--- src/rtl/dec_timer_pkg.sv ---
package dec_timer_pkg;
  localparam int unsigned BASE_W = 32;
  localparam int unsigned SMALL_LIMIT = 3;
endpackage

--- src/rtl/dec_sext.sv ---
module dec_sext
  import dec_timer_pkg::*;
#(
  parameter int unsigned W = 56
) (
  input  logic         large_en,
  input  logic [W-1:0] din,
  output logic [W-1:0] dout,
  output logic         neg
);
  localparam int unsigned EXT_W = W - BASE_W;

  always_comb begin
    if (large_en) begin
      dout = din;
      neg  = din[W-1];
    end else begin
      dout = {{EXT_W{din[BASE_W-1]}}, din[BASE_W-1:0]};
      neg  = din[BASE_W-1];
    end
  end
endmodule

--- src/rtl/dec_irq_ctl.sv ---
module dec_irq_ctl #(
  parameter bit LEVEL_SIG = 1'b1
) (
  input  logic clk,
  input  logic rst,
  input  logic wr_en,
  input  logic tick,
  input  logic ack,
  input  logic wr_small,
  input  logic wr_neg,
  input  logic old_neg,
  input  logic dec_neg,
  output logic irq
);
  logic raise_wr, raise_tick, lower_wr, hold, ack_clr;

  generate
    if (LEVEL_SIG) begin : g_level
      assign raise_wr = wr_small | wr_neg;
      assign lower_wr = ~wr_neg & ~wr_small;
      assign hold     = old_neg;
    end else begin : g_trig
      assign raise_wr = wr_small | (wr_neg & ~old_neg);
      assign lower_wr = 1'b0;
      assign hold     = 1'b0;
    end
  endgenerate

  assign raise_tick = tick & ~old_neg & dec_neg;
  assign ack_clr    = ack & ~hold;

  always_ff @(posedge clk) begin
    if (rst) begin
      irq <= 1'b0;
    end else if (wr_en) begin
      if (raise_wr)      irq <= 1'b1;
      else if (lower_wr) irq <= 1'b0;
      else if (ack_clr)  irq <= 1'b0;
    end else begin
      if (raise_tick)    irq <= 1'b1;
      else if (ack_clr)  irq <= 1'b0;
    end
  end
endmodule

--- src/rtl/dec_timer.sv ---
module dec_timer
  import dec_timer_pkg::*;
#(
  parameter int unsigned LARGE_W   = 56,
  parameter bit          LEVEL_SIG = 1'b1
) (
  input  logic               clk,
  input  logic               rst,
  input  logic               tick,
  input  logic               large_en,
  input  logic               wr_en,
  input  logic [LARGE_W-1:0] wr_data,
  input  logic               ack,
  output logic [LARGE_W-1:0] rd_data,
  output logic               irq
);
  localparam int unsigned HI_W = LARGE_W - BASE_W;

  logic [LARGE_W-1:0] cnt_q, cnt_dec, wr_ext;
  logic               wr_neg, old_neg, dec_neg, wr_small;

  dec_sext #(.W(LARGE_W)) u_wr_ext (
    .large_en (large_en),
    .din      (wr_data),
    .dout     (wr_ext),
    .neg      (wr_neg)
  );

  assign cnt_dec  = cnt_q - LARGE_W'(1);
  assign old_neg  = large_en ? cnt_q[LARGE_W-1]   : cnt_q[BASE_W-1];
  assign dec_neg  = large_en ? cnt_dec[LARGE_W-1] : cnt_dec[BASE_W-1];
  assign wr_small = wr_ext < LARGE_W'(SMALL_LIMIT);

  always_ff @(posedge clk) begin
    if (rst)         cnt_q <= '1;
    else if (wr_en)  cnt_q <= wr_ext;
    else if (tick)   cnt_q <= cnt_dec;
  end

  assign rd_data = large_en ? cnt_q : {{HI_W{1'b0}}, cnt_q[BASE_W-1:0]};

  dec_irq_ctl #(.LEVEL_SIG(LEVEL_SIG)) u_irq (
    .clk      (clk),
    .rst      (rst),
    .wr_en    (wr_en),
    .tick     (tick),
    .ack      (ack),
    .wr_small (wr_small),
    .wr_neg   (wr_neg),
    .old_neg  (old_neg),
    .dec_neg  (dec_neg),
    .irq      (irq)
  );
endmodule

--- config.mk ---
export PLATFORM = sky130hd
export DESIGN_NAME = dec_timer
export DESIGN_NICKNAME = d
export VERILOG_FILES = /design/src/rtl/dec_timer_pkg.sv /design/src/rtl/dec_sext.sv /design/src/rtl/dec_irq_ctl.sv /design/src/rtl/dec_timer.sv
export SDC_FILE = /design/constraint.sdc
export NUM_CORES = 1
export LEC_CHECK = 0
export ABC_CLOCK_PERIOD_IN_PS = 6250
export CAP_MARGIN = 25
export CORE_AREA = 4 4 95 70
export CTS_CLUSTER_DIAMETER = 30
export DETAILED_ROUTE_END_ITERATION = 8
export DIE_AREA = 0 0 99 74
export DONT_BUFFER_PORTS = 1
export PLACE_DENSITY = 0.81
export SYNTH_ARGS = -nofsm -noshare
export SYNTH_HDL_FRONTEND = slang
export SYNTH_SLANG_ARGS = --single-unit
--- constraint.sdc ---
create_clock -name clk -period 6.25 [get_ports clk]
set_input_delay 0.3125 -clock clk [delete_from_list [all_inputs] [get_ports clk]]
set_output_delay 0.3125 -clock clk [all_outputs]
set_load 0.005 [all_outputs]
==> impl_metrics.py, run 1 <==
metrics = {
    "worst_setup_path": {
        "cp.required_ns": 6.48,
        "end_kind": "register",
        "arrival_ns": 3.28,
        "startpoint_type": "register",
        "worstSetupPathType": "reg -> reg",
        "crit_path_max_fanout": 10,
        "regToRegSetupSlack_ns": 3.20,
        "rr_worst_depth": 6,
    },
    "synthesis": {
        "async_flop_share_pct": 0,
        "synthTopCellsByCount": "dfxtp_1, a21oi_1, nand2_1",
        "yosys_register_bits": 57,
        "yosys.area_share.adder_pct": 0.334,
        "synth_ff_type": "dfxtp_1",
        "yosysSeqAreaShare_pct": 30.5,
        "synth-compound-area-share_pct": 13.4,
        "yosys_warnings": 0,
        "synth_area_per_cell_um2": 7.77,
        "syn_nets": 545,
        "synth_xor_area_share_pct": 10.8,
        "synth_area_leaders": "dfxtp_1, a21oi_1, buf_4",
        "post-synth-top-area-cell": "dfxtp_1",
        "yosysMostFrequentCell": "dfxtp_1",
        "synth.area.mux_share_pct": 4.01,
        "synth_top_area_share_pct": 30.5,
        "synth_area_um2": 3740,
        "syn_inst": 482,
        "ys_types": 46,
        "synth_top_family_by_area": "simple AND/OR/NAND/NOR gates",
        "synth-simple-area-share_pct": 30.8,
        "synth-edff-count": 0,
    },
    "cts": {
        "clock_path_buffers": 2,
        "cts_hold_buf": 0,
        "post_cts_buffers": 0,
        "clock_sinks": 57,
        "cts_tree": "yes",
        "htreeDepth": 3,
        "clock-root-buffer": "clkbuf_8",
        "cts_resized": 0,
        "clk_pin_slew_ns": 0.07,
        "cts_made_buffers": 9,
        "clk_latency_ns": 0.35,
    },
    "drt": {
        "viasPerCell": 6.67,
        "wl_met3_um": 1590,
        "drt-initial-drc-count": 403,
        "top_layer": "met4",
        "met2_length_um": 4760,
        "dr_total_vias": 3423,
        "post_drt_wl_per_cell_um": 20.9,
        "met1_length_um": 4240,
        "drc_errors": 0,
        "routed_wl_um": 10700,
        "drt_first_pass_iters": 5,
        "detail-route-antenna-nets": 0,
    },
    "final_layout": {
        "syn2layout_area_growth_pct": -1.30,
        "drive_above_1_share_pct": 7.76,
        "instances_no_fill": 513,
        "insertedDiodeCount": 0,
        "nets": 497,
    },
    "place": {
        "io_buffers": 0,
        "gp_congestion": 0.877,
        "hpwl_um": 7740,
        "placed_cells": 498,
    },
    "die": {
        "die_h_um": 74,
        "die_area_um2": 7330,
        "die_w_um": 99,
        "initial_core_util_pct": 66.0,
        "rows": 23,
        "ioPinCount": 119,
        "core_um2": 5670,
    },
    "global_routing": {
        "overflow": 0,
        "track_usage_pct": 29.0,
        "grt_pass1_wl_um": 16700,
        "antenna_found_initial": 0,
        "grt_max_degree": 57,
        "grt_pass1_vias": 3279,
    },
    "timing": {
        "maxSlewHeadroom_pct": 43.5,
        "period_needed_ns": 3.05,
        "finalSetupViolCount": 0,
        "hold_viol": 0,
        "final.setup.tns_ns": 0,
        "rsz0062_at_grt": "no",
        "maxSlewViolCount": 0,
        "fmax_mhz": 328,
        "skew_ns": 0.0128,
        "min_period_over_period_pct": 48.9,
        "tightest_slew_ns": 0.847,
    },
    "pwr": {
        "vdd_drop_max_mv": 0.135,
        "p_per_area_nw_per_um2": 226,
        "power_leakage_nw": 1.15,
    },
    "worst_hold_path": {
        "holdCritPathClass": "in -> reg",
        "hold_depth": 1,
    },
    "flow_run": {
        "maxCapViolations": 0,
    },
    "status": {
        "status": "complete, no violations",
    },
}
-- power by group --
group | leakage, nW | switching [W] | total, W | internal (W)
clock | 0.0980 | 0.000151 | 0.000323 | 0.000172
sequential | 0.473 | 0.0000373 | 0.000425 | 0.000388
combinational | 0.581 | 0.0000442 | 0.0000863 | 0.0000421
-- worst max-delay path, stage by stage, from the launching register on --
cell     delay [ns]
dfxtp_1        0.37
or4_1          0.68
or4_4          0.57
or4b_1         0.80
nor2_1         0.24
xnor2_1        0.17
a21oi_1        0.10
-- flip-flops by register name, indices dropped and copies added (netlist names) --
name,cells
u_irq.irq,1
cnt_q,56
-- placed cells by master (no fill, tap or decap), drive strengths merged, types with 10 or more instances in the layout --
cell | netlist | layout
mux2i | 15 | 15
a21oi | 54 | 54
o21ai | 11 | 11
nor3 | 31 | 31
nand2 | 40 | 40
nor4 | 29 | 29
xnor2 | 25 | 25
or4 | 11 | 11
clkbuf | 23 | 12
and2 | 24 | 24
nor2 | 32 | 32
dfxtp | 57 | 57
xor2 | 21 | 21
nand3 | 10 | 10
-- area by class of cell --
| class | instances | area (um^2) |
|---|---|---|
| fillers | 486 | 1970 |
| multi-input cells | 359 | 2230 |
| flip-flops and latches | 57 | 1140 |
| clock inverters | 3 | 15.0 |
| clock buffers | 12 | 165 |
| well taps | 75 | 93.8 |
| repair buffers | 2 | 35.0 |
| inverters | 5 | 18.8 |
-- worst paths after layout --
kind / from / end
max reg2reg: cnt_q[11] / cnt_q[44]
min reg2reg: cnt_q[17] / cnt_q[17]
min: wr_en / cnt_q[29]
max: cnt_q[11] / cnt_q[44]
-- metrics by stage --
step                hold WS, ns  setup WS, ns  utilization, %  power [W]  area, um^2
floorplan                 0.438          3.61               -   0.000515        3740
global placement          0.420          3.31            61.5   0.000511        3490
detailed placement        0.426          3.26            62.0   0.000517        3510
CTS                      0.0498          3.23            65.2   0.000835        3690
global route             0.0705          3.00            65.2   0.000863        3690
finish                   0.0732          3.20            65.2   0.000835        3690
-- cell families (layout without fill, tap and decap cells) --
group | count (synthesis) | after routing
buf+inv | 66 | 22
xor+xnor | 46 | 46
mux | 15 | 15
fa+ha+maj | 1 | 1
simple gates | 209 | 209
compound gates | 88 | 88
flops | 57 | 57
-- routing by layer --
metal | GRT usage [%] | vias to the layer above
li1 | - | 1596
met1 | 37.8 | 1578
met2 | 43.5 | 227
met3 | 12.9 | 22
met4 | 9.24 | 0
met5 | 0 | -
(Power assumes the default switching activity.)
==> run 2: changes to the inputs <==
--- a/config.mk
+++ b/config.mk
@@ -5,14 +5,14 @@
 export SDC_FILE = /design/constraint.sdc
 export NUM_CORES = 1
 export LEC_CHECK = 0
-export ABC_CLOCK_PERIOD_IN_PS = 6250
+export ABC_CLOCK_PERIOD_IN_PS = 3000
 export CAP_MARGIN = 25
-export CORE_AREA = 4 4 95 70
+export CORE_AREA = 4 4 97 71
 export CTS_CLUSTER_DIAMETER = 30
 export DETAILED_ROUTE_END_ITERATION = 8
-export DIE_AREA = 0 0 99 74
+export DIE_AREA = 0 0 101 75
 export DONT_BUFFER_PORTS = 1
-export PLACE_DENSITY = 0.81
+export PLACE_DENSITY = 0.79
 export SYNTH_ARGS = -nofsm -noshare
 export SYNTH_HDL_FRONTEND = slang
 export SYNTH_SLANG_ARGS = --single-unit
==> constraint.sdc (replaced) <==
create_clock -name clk -period 3 [get_ports clk]
set_input_delay 0.15 -clock clk [delete_from_list [all_inputs] [get_ports clk]]
set_output_delay 0.15 -clock clk [all_outputs]
set_load 0.005 [all_outputs]
==> run 2 against run 1 <==
  * Clock skew down 0.0056 ns
  * Final cell count up 13%
  * Die area up 3.4%
  * Critical path depth unchanged
  * Combinational power rose to 2.9 times the previous value
  * Sequential power up 110%
  * Global-route usage up 2.4 points
  * Worst hold slack worse by 0.070 ns
  * Non-clock buffer count up 63
  * Cell area up 16%
  * Via count up 13%
  * First-iteration DRC count up 35%
==> impl_metrics.py, run 2 (same netlist as run 1, synthesis figures left out) <==
metrics = {
    "cts": {
        "clock_path_buffers": 2,
        "clk_latency_ns": 0.35,
        "htreeDepth": 3,
        "cts_made_buffers": 9,
        "clock_sinks": 57,
        "clk_pin_slew_ns": 0.07,
        "cts_tree": "yes",
        "clock-root-buffer": "clkbuf_8",
        "post_cts_buffers": 0,
    },
    "flow_run": {
        "maxCapViolations": 0,
    },
    "drt": {
        "drc_errors": 0,
        "drt-initial-drc-count": 544,
        "detail-route-antenna-nets": 0,
        "routed_wl_um": 12200,
        "viasPerCell": 6.65,
        "dr_total_vias": 3859,
        "drt_first_pass_iters": 6,
        "post_drt_wl_per_cell_um": 21.0,
    },
    "timing": {
        "maxSlewHeadroom_pct": 42.5,
        "fmax_mhz": 357,
        "finalSetupViolCount": 0,
        "skew_ns": 0.00713,
        "period_needed_ns": 2.80,
        "rsz0062_at_grt": "no",
        "final.setup.tns_ns": 0,
        "maxSlewViolCount": 0,
        "min_period_over_period_pct": 93.3,
        "tightest_slew_ns": 0.862,
        "hold_viol": 0,
    },
    "global_routing": {
        "grt_pass1_wl_um": 18300,
        "track_usage_pct": 31.4,
        "overflow": 0,
        "antenna_found_initial": 0,
        "grt_max_degree": 39,
        "grt_pass1_vias": 3524,
    },
    "final_layout": {
        "nets": 560,
        "final_common_cell": "dfxtp_1",
        "final_cell_mix": "dfxtp_1, a21oi_1, dlygate4sd3_1",
        "drive_above_1_share_pct": 8.76,
        "syn2layout_area_growth_pct": 14.8,
        "fin_util_pct": 71.2,
        "largest_register_ffs": 56,
        "insertedDiodeCount": 0,
        "largest_register": "cnt_q",
        "reg_top3": "cnt_q: 56 flops, u_irq.irq: 1 flops",
    },
    "worst_setup_path": {
        "reg2reg_from": "cnt_q[2]",
        "rr_worst_depth": 6,
        "cp.required_ns": 3.20,
        "reg2reg_to": "cnt_q[28]",
        "end_kind": "register",
        "startpoint_type": "register",
        "worstSetupPathType": "reg -> reg",
        "cp-endpoint": "cnt_q[28]",
        "arrival_ns": 3.00,
        "regToRegSetupSlack_ns": 0.20,
        "crit_path_max_fanout": 10,
        "crit_path_start": "cnt_q[2]",
    },
    "die": {
        "die_w_um": 101,
        "core_um2": 6040,
        "rows": 24,
        "ioPinCount": 119,
        "die_area_um2": 7580,
        "die_h_um": 75,
        "initial_core_util_pct": 62.0,
    },
    "place": {
        "io_buffers": 0,
        "gp_congestion": 0.907,
        "hpwl_um": 7790,
    },
    "pwr": {
        "p_per_area_nw_per_um2": 430,
        "vdd_drop_max_mv": 0.199,
        "power_leakage_nw": 1.42,
    },
    "status": {
        "status": "complete, no violations",
    },
    "worst_hold_path": {
        "holdCritPathClass": "in -> reg",
    },
}
## run 2: area by class of cell
type,count,area (um^2)
clock buffer,14,183
clock inverter,2,10.0
fill,471,1740
inverter,5,18.8
multi-input combinational,359,2230
sequential,57,1140
tap,78,97.6
timing repair buffer,65,621
## run 2: through the flow
step,power (W),hold WS [ns],instances,cell area (um^2),worst slack (ns)
after floorplan,0.00107,0.275,482,3740,0.356
after global placement,0.00107,0.256,511,3570,0.359
after detailed placement,0.00107,0.258,511,3570,0.281
after CTS,0.00183,0.00162,580,4300,0.262
after global routing,0.00191,0.0144,580,4300,0.0725
final,0.00185,0.00272,580,4300,0.202
## run 2: how the worst min path moves through the flow
stage | from | to | slack (ns) | cells after the start
2_1_floorplan | wr_data[13] | cnt_q[13] | 0.28 | 2
3_3_place_gp | wr_en | cnt_q[29] | 0.26 | 1
3_5_place_dp | wr_en | cnt_q[29] | 0.26 | 1
4_1_cts | large_en | cnt_q[37] | 0.002 | 2
5_1_grt | large_en | cnt_q[33] | 0.01 | 2
6_report | wr_data[37] | cnt_q[37] | 0.003 | 2
## run 2: where the power goes
group,internal (W),switching (W),total [W]
logic,0.000132,0.000120,0.000251
registers,0.000808,0.0000778,0.000886
clock network,0.000388,0.000323,0.000711
total,0.00133,0.000521,0.00185
## run 2: critical path, cell delays in order (launching register included)
cell     delay (ns)
dfxtp_1        0.37
or4_1          0.65
or4_1          0.75
nor4_1         0.49
xor2_1         0.13
mux2i_1        0.18
nand2_1        0.07
## run 2: what timing repair did
action                                 in CTS  in global routing
hold buffers                               53                  0
endpoints found under the hold margin      55                  0
gates resized for setup                     0                  0
## run 2: per-layer routing
| layer | vias to the layer above | share of wire (%) | global-route usage, % |
|---|---|---|---|
| met5 | - | 0 | 0 |
| met1 | 1766 | 38 | 40.5 |
| met4 | 0 | 3.5 | 12.8 |
| met3 | 69 | 14 | 11.5 |
| li1 | 1722 | - | - |
| met2 | 302 | 44 | 48.1 |
==> run 3: changes to the inputs <==
--- a/config.mk
+++ b/config.mk
@@ -7,12 +7,14 @@
 export LEC_CHECK = 0
 export ABC_CLOCK_PERIOD_IN_PS = 3000
 export CAP_MARGIN = 25
-export CORE_AREA = 4 4 97 71
+export CELL_PAD_IN_SITES_DETAIL_PLACEMENT = 0
+export CELL_PAD_IN_SITES_GLOBAL_PLACEMENT = 1
+export CORE_AREA = 4 4 113 83
 export CTS_CLUSTER_DIAMETER = 30
 export DETAILED_ROUTE_END_ITERATION = 8
-export DIE_AREA = 0 0 101 75
+export DIE_AREA = 0 0 117 87
 export DONT_BUFFER_PORTS = 1
-export PLACE_DENSITY = 0.79
+export PLACE_DENSITY_LB_ADDON = 0.15
 export SYNTH_ARGS = -nofsm -noshare
 export SYNTH_HDL_FRONTEND = slang
 export SYNTH_SLANG_ARGS = --single-unit
==> run 3 against run 2 <==
  * First-iteration DRC count shrank 43%
  * Power is 17% higher
  * Sequential cell count unchanged
  * Register-to-register slack better by 0.07 ns
  * Wire length fell by 4.1%
  * Final cell count up 2.9%
  * Maximum frequency rose by 2.4%
  * Critical path depth stayed put
  * Clock skew is essentially flat
  * Core utilization down 19 points
  * Cell area rose by 0.82%
==> impl_metrics.py, run 3 (same netlist as run 1, synthesis figures left out) <==
metrics = {
    "global_routing": {
        "antenna_found_initial": 0,
        "overflow": 0,
        "track_usage_pct": 23.2,
        "grt_pass1_wl_um": 18300,
        "grt_pass1_vias": 3356,
        "grt_max_degree": 52,
    },
    "die": {
        "die_w_um": 117,
        "die_area_um2": 10200,
        "rows": 28,
        "initial_core_util_pct": 45.3,
        "ioPinCount": 119,
        "die_h_um": 87,
        "core_um2": 8270,
    },
    "cts": {
        "cts_tree": "yes",
        "clock_sinks": 57,
        "cts_resized": 0,
        "clock_path_buffers": 2,
        "clock-root-buffer": "clkbuf_16",
        "htreeDepth": 3,
        "cts_made_buffers": 9,
        "clk_latency_ns": 0.33,
        "clk_pin_slew_ns": 0.05,
    },
    "pwr": {
        "pwr-share-comb_pct": 10.8,
        "p_int_w": 0.00164,
        "p_sw_w": 0.000530,
        "p_per_area_nw_per_um2": 501,
        "power_leakage_nw": 1.43,
        "vdd_drop_max_mv": 0.237,
        "power.share.clock_pct": 48.7,
        "swShare_pct": 24.4,
        "pwr-share-seq_pct": 40.5,
    },
    "worst_setup_path": {
        "cp_slowest_cell": "or4_1",
        "startpoint_type": "register",
        "regToRegSetupSlack_ns": 0.27,
        "arrival_ns": 2.99,
        "crit_chain": "or4_1 -> or4_1 -> nor4_1 -> nand2_1 -> xor2_1 -> a21oi_1",
        "end_kind": "register",
        "worstSetupPathType": "reg -> reg",
        "max_stage_delay_ns": 0.70,
        "cpMostUsedCell": "or4_1",
        "crit_path_max_fanout": 6,
        "cp.required_ns": 3.26,
    },
    "final_layout": {
        "final_common_cell": "dfxtp_1",
        "fin_area_um2": 4330,
        "final_cell_mix": "dfxtp_1, a21oi_1, nand2_1",
        "insertedDiodeCount": 0,
        "fillers": 813,
        "largest_register_ffs": 56,
        "syn2layout_area_growth_pct": 15.7,
        "drive_above_1_share_pct": 9.96,
        "nets": 550,
        "largest_register": "cnt_q",
        "reg_top3": "cnt_q: 56 flops, u_irq.irq: 1 flops",
    },
    "timing": {
        "min_period_over_period_pct": 91.1,
        "finalSetupViolCount": 0,
        "maxSlewHeadroom_pct": 59.1,
        "final.setup.tns_ns": 0,
        "fmax_mhz": 366,
        "skew_ns": 0.00693,
        "hold_viol": 0,
        "tightest_slew_ns": 0.608,
        "rsz0062_at_grt": "no",
        "period_needed_ns": 2.73,
        "maxSlewViolCount": 0,
    },
    "drt": {
        "viasPerCell": 5.84,
        "drc_errors": 0,
        "routed_wl_um": 11700,
        "dr_total_vias": 3488,
        "post_drt_wl_per_cell_um": 19.6,
        "drt-initial-drc-count": 310,
        "detail-route-antenna-nets": 0,
        "drt_first_pass_iters": 4,
    },
    "status": {
        "status": "complete, no violations",
    },
    "flow_run": {
        "maxCapViolations": 0,
    },
    "place": {
        "gp_congestion": 0.798,
        "io_buffers": 0,
        "placed_area_um2": 3650,
        "hpwl_um": 8340,
    },
    "worst_hold_path": {
        "holdCritPathClass": "in -> reg",
    },
}
## run 3: cell count changes in the layout (fill, tap and decap cells not counted), sizes merged
cell         previous run  this run
dlygate4sd3            53        37
buf                    12        18
bufinv                  0         1
clkinv                  3         2
## run 3: routing by layer
layer  GRT usage, %  wire length (um)  vias up  share of wire (%)
met5              0                 0        -                  0
met4           6.56                89        0               0.76
met3           6.53              1130        8                9.7
met2           32.2              4890      133                 42
met1           34.6              5570     1636                 48
li1               -                 -     1711                  -
## run 3: cell type report
class	count	area, um^2	area share (%)
clock buffers	14	274	6.33
repair buffers	55	505	11.7
well taps	105	131	3.03
inverters	5	18.8	0.433
flip-flops and latches	57	1140	26.3
multi-input cells	359	2230	51.4
clock inverters	2	35.0	0.809
## run 3: timing repair
action	CTS	global route
hold buffers	37	0
endpoints found under the setup margin	0	0
endpoints found under the hold margin	41	0
buffers inserted	0	0
## run 3: power groups by stage
| stage | Combinational (W) | Sequential, W | Clock, W |
|---|---|---|---|
| 2_1_floorplan | 0.000202 | 0.000870 | 0 |
| 6_report | 0.000234 | 0.000879 | 0.00106 |
| 3_3_place_gp | 0.000183 | 0.000894 | 0 |
| 3_5_place_dp | 0.000185 | 0.000895 | 0 |
| 4_1_cts | 0.000234 | 0.000879 | 0.00108 |
| 5_1_grt | 0.000262 | 0.000889 | 0.00110 |
## run 3: path summary, 6_finish.rpt
path / depth (start not counted) / end / startpoint
max reg2reg: 6 / cnt_q[48] / cnt_q[2]
min: 2 / cnt_q[51] / wr_data[51]
min reg2reg: 2 / cnt_q[17] / cnt_q[17]
max: 6 / cnt_q[48] / cnt_q[2]
## run 3: stage by stage
stage	std cells	util, %	setup slack [ns]	hold WS [ns]	power (W)
6_report	597	52.4	0.267	0.00875	0.00217
5_1_grt	597	52.4	0.0627	0.0162	0.00225
3_3_place_gp	544	44.2	0.271	0.256	0.00108
2_1_floorplan	482	-	0.356	0.275	0.00107
3_5_place_dp	544	44.2	0.246	0.260	0.00108
4_1_cts	597	52.4	0.228	0.000654	0.00219
## run 3: worst max-delay path: cells and delay by family, from the launching register on
kind | cells | cell delay, ns
compound gates | 1 | 0.13
xor+xnor | 1 | 0.16
flops | 1 | 0.37
simple gates | 4 | 2.00
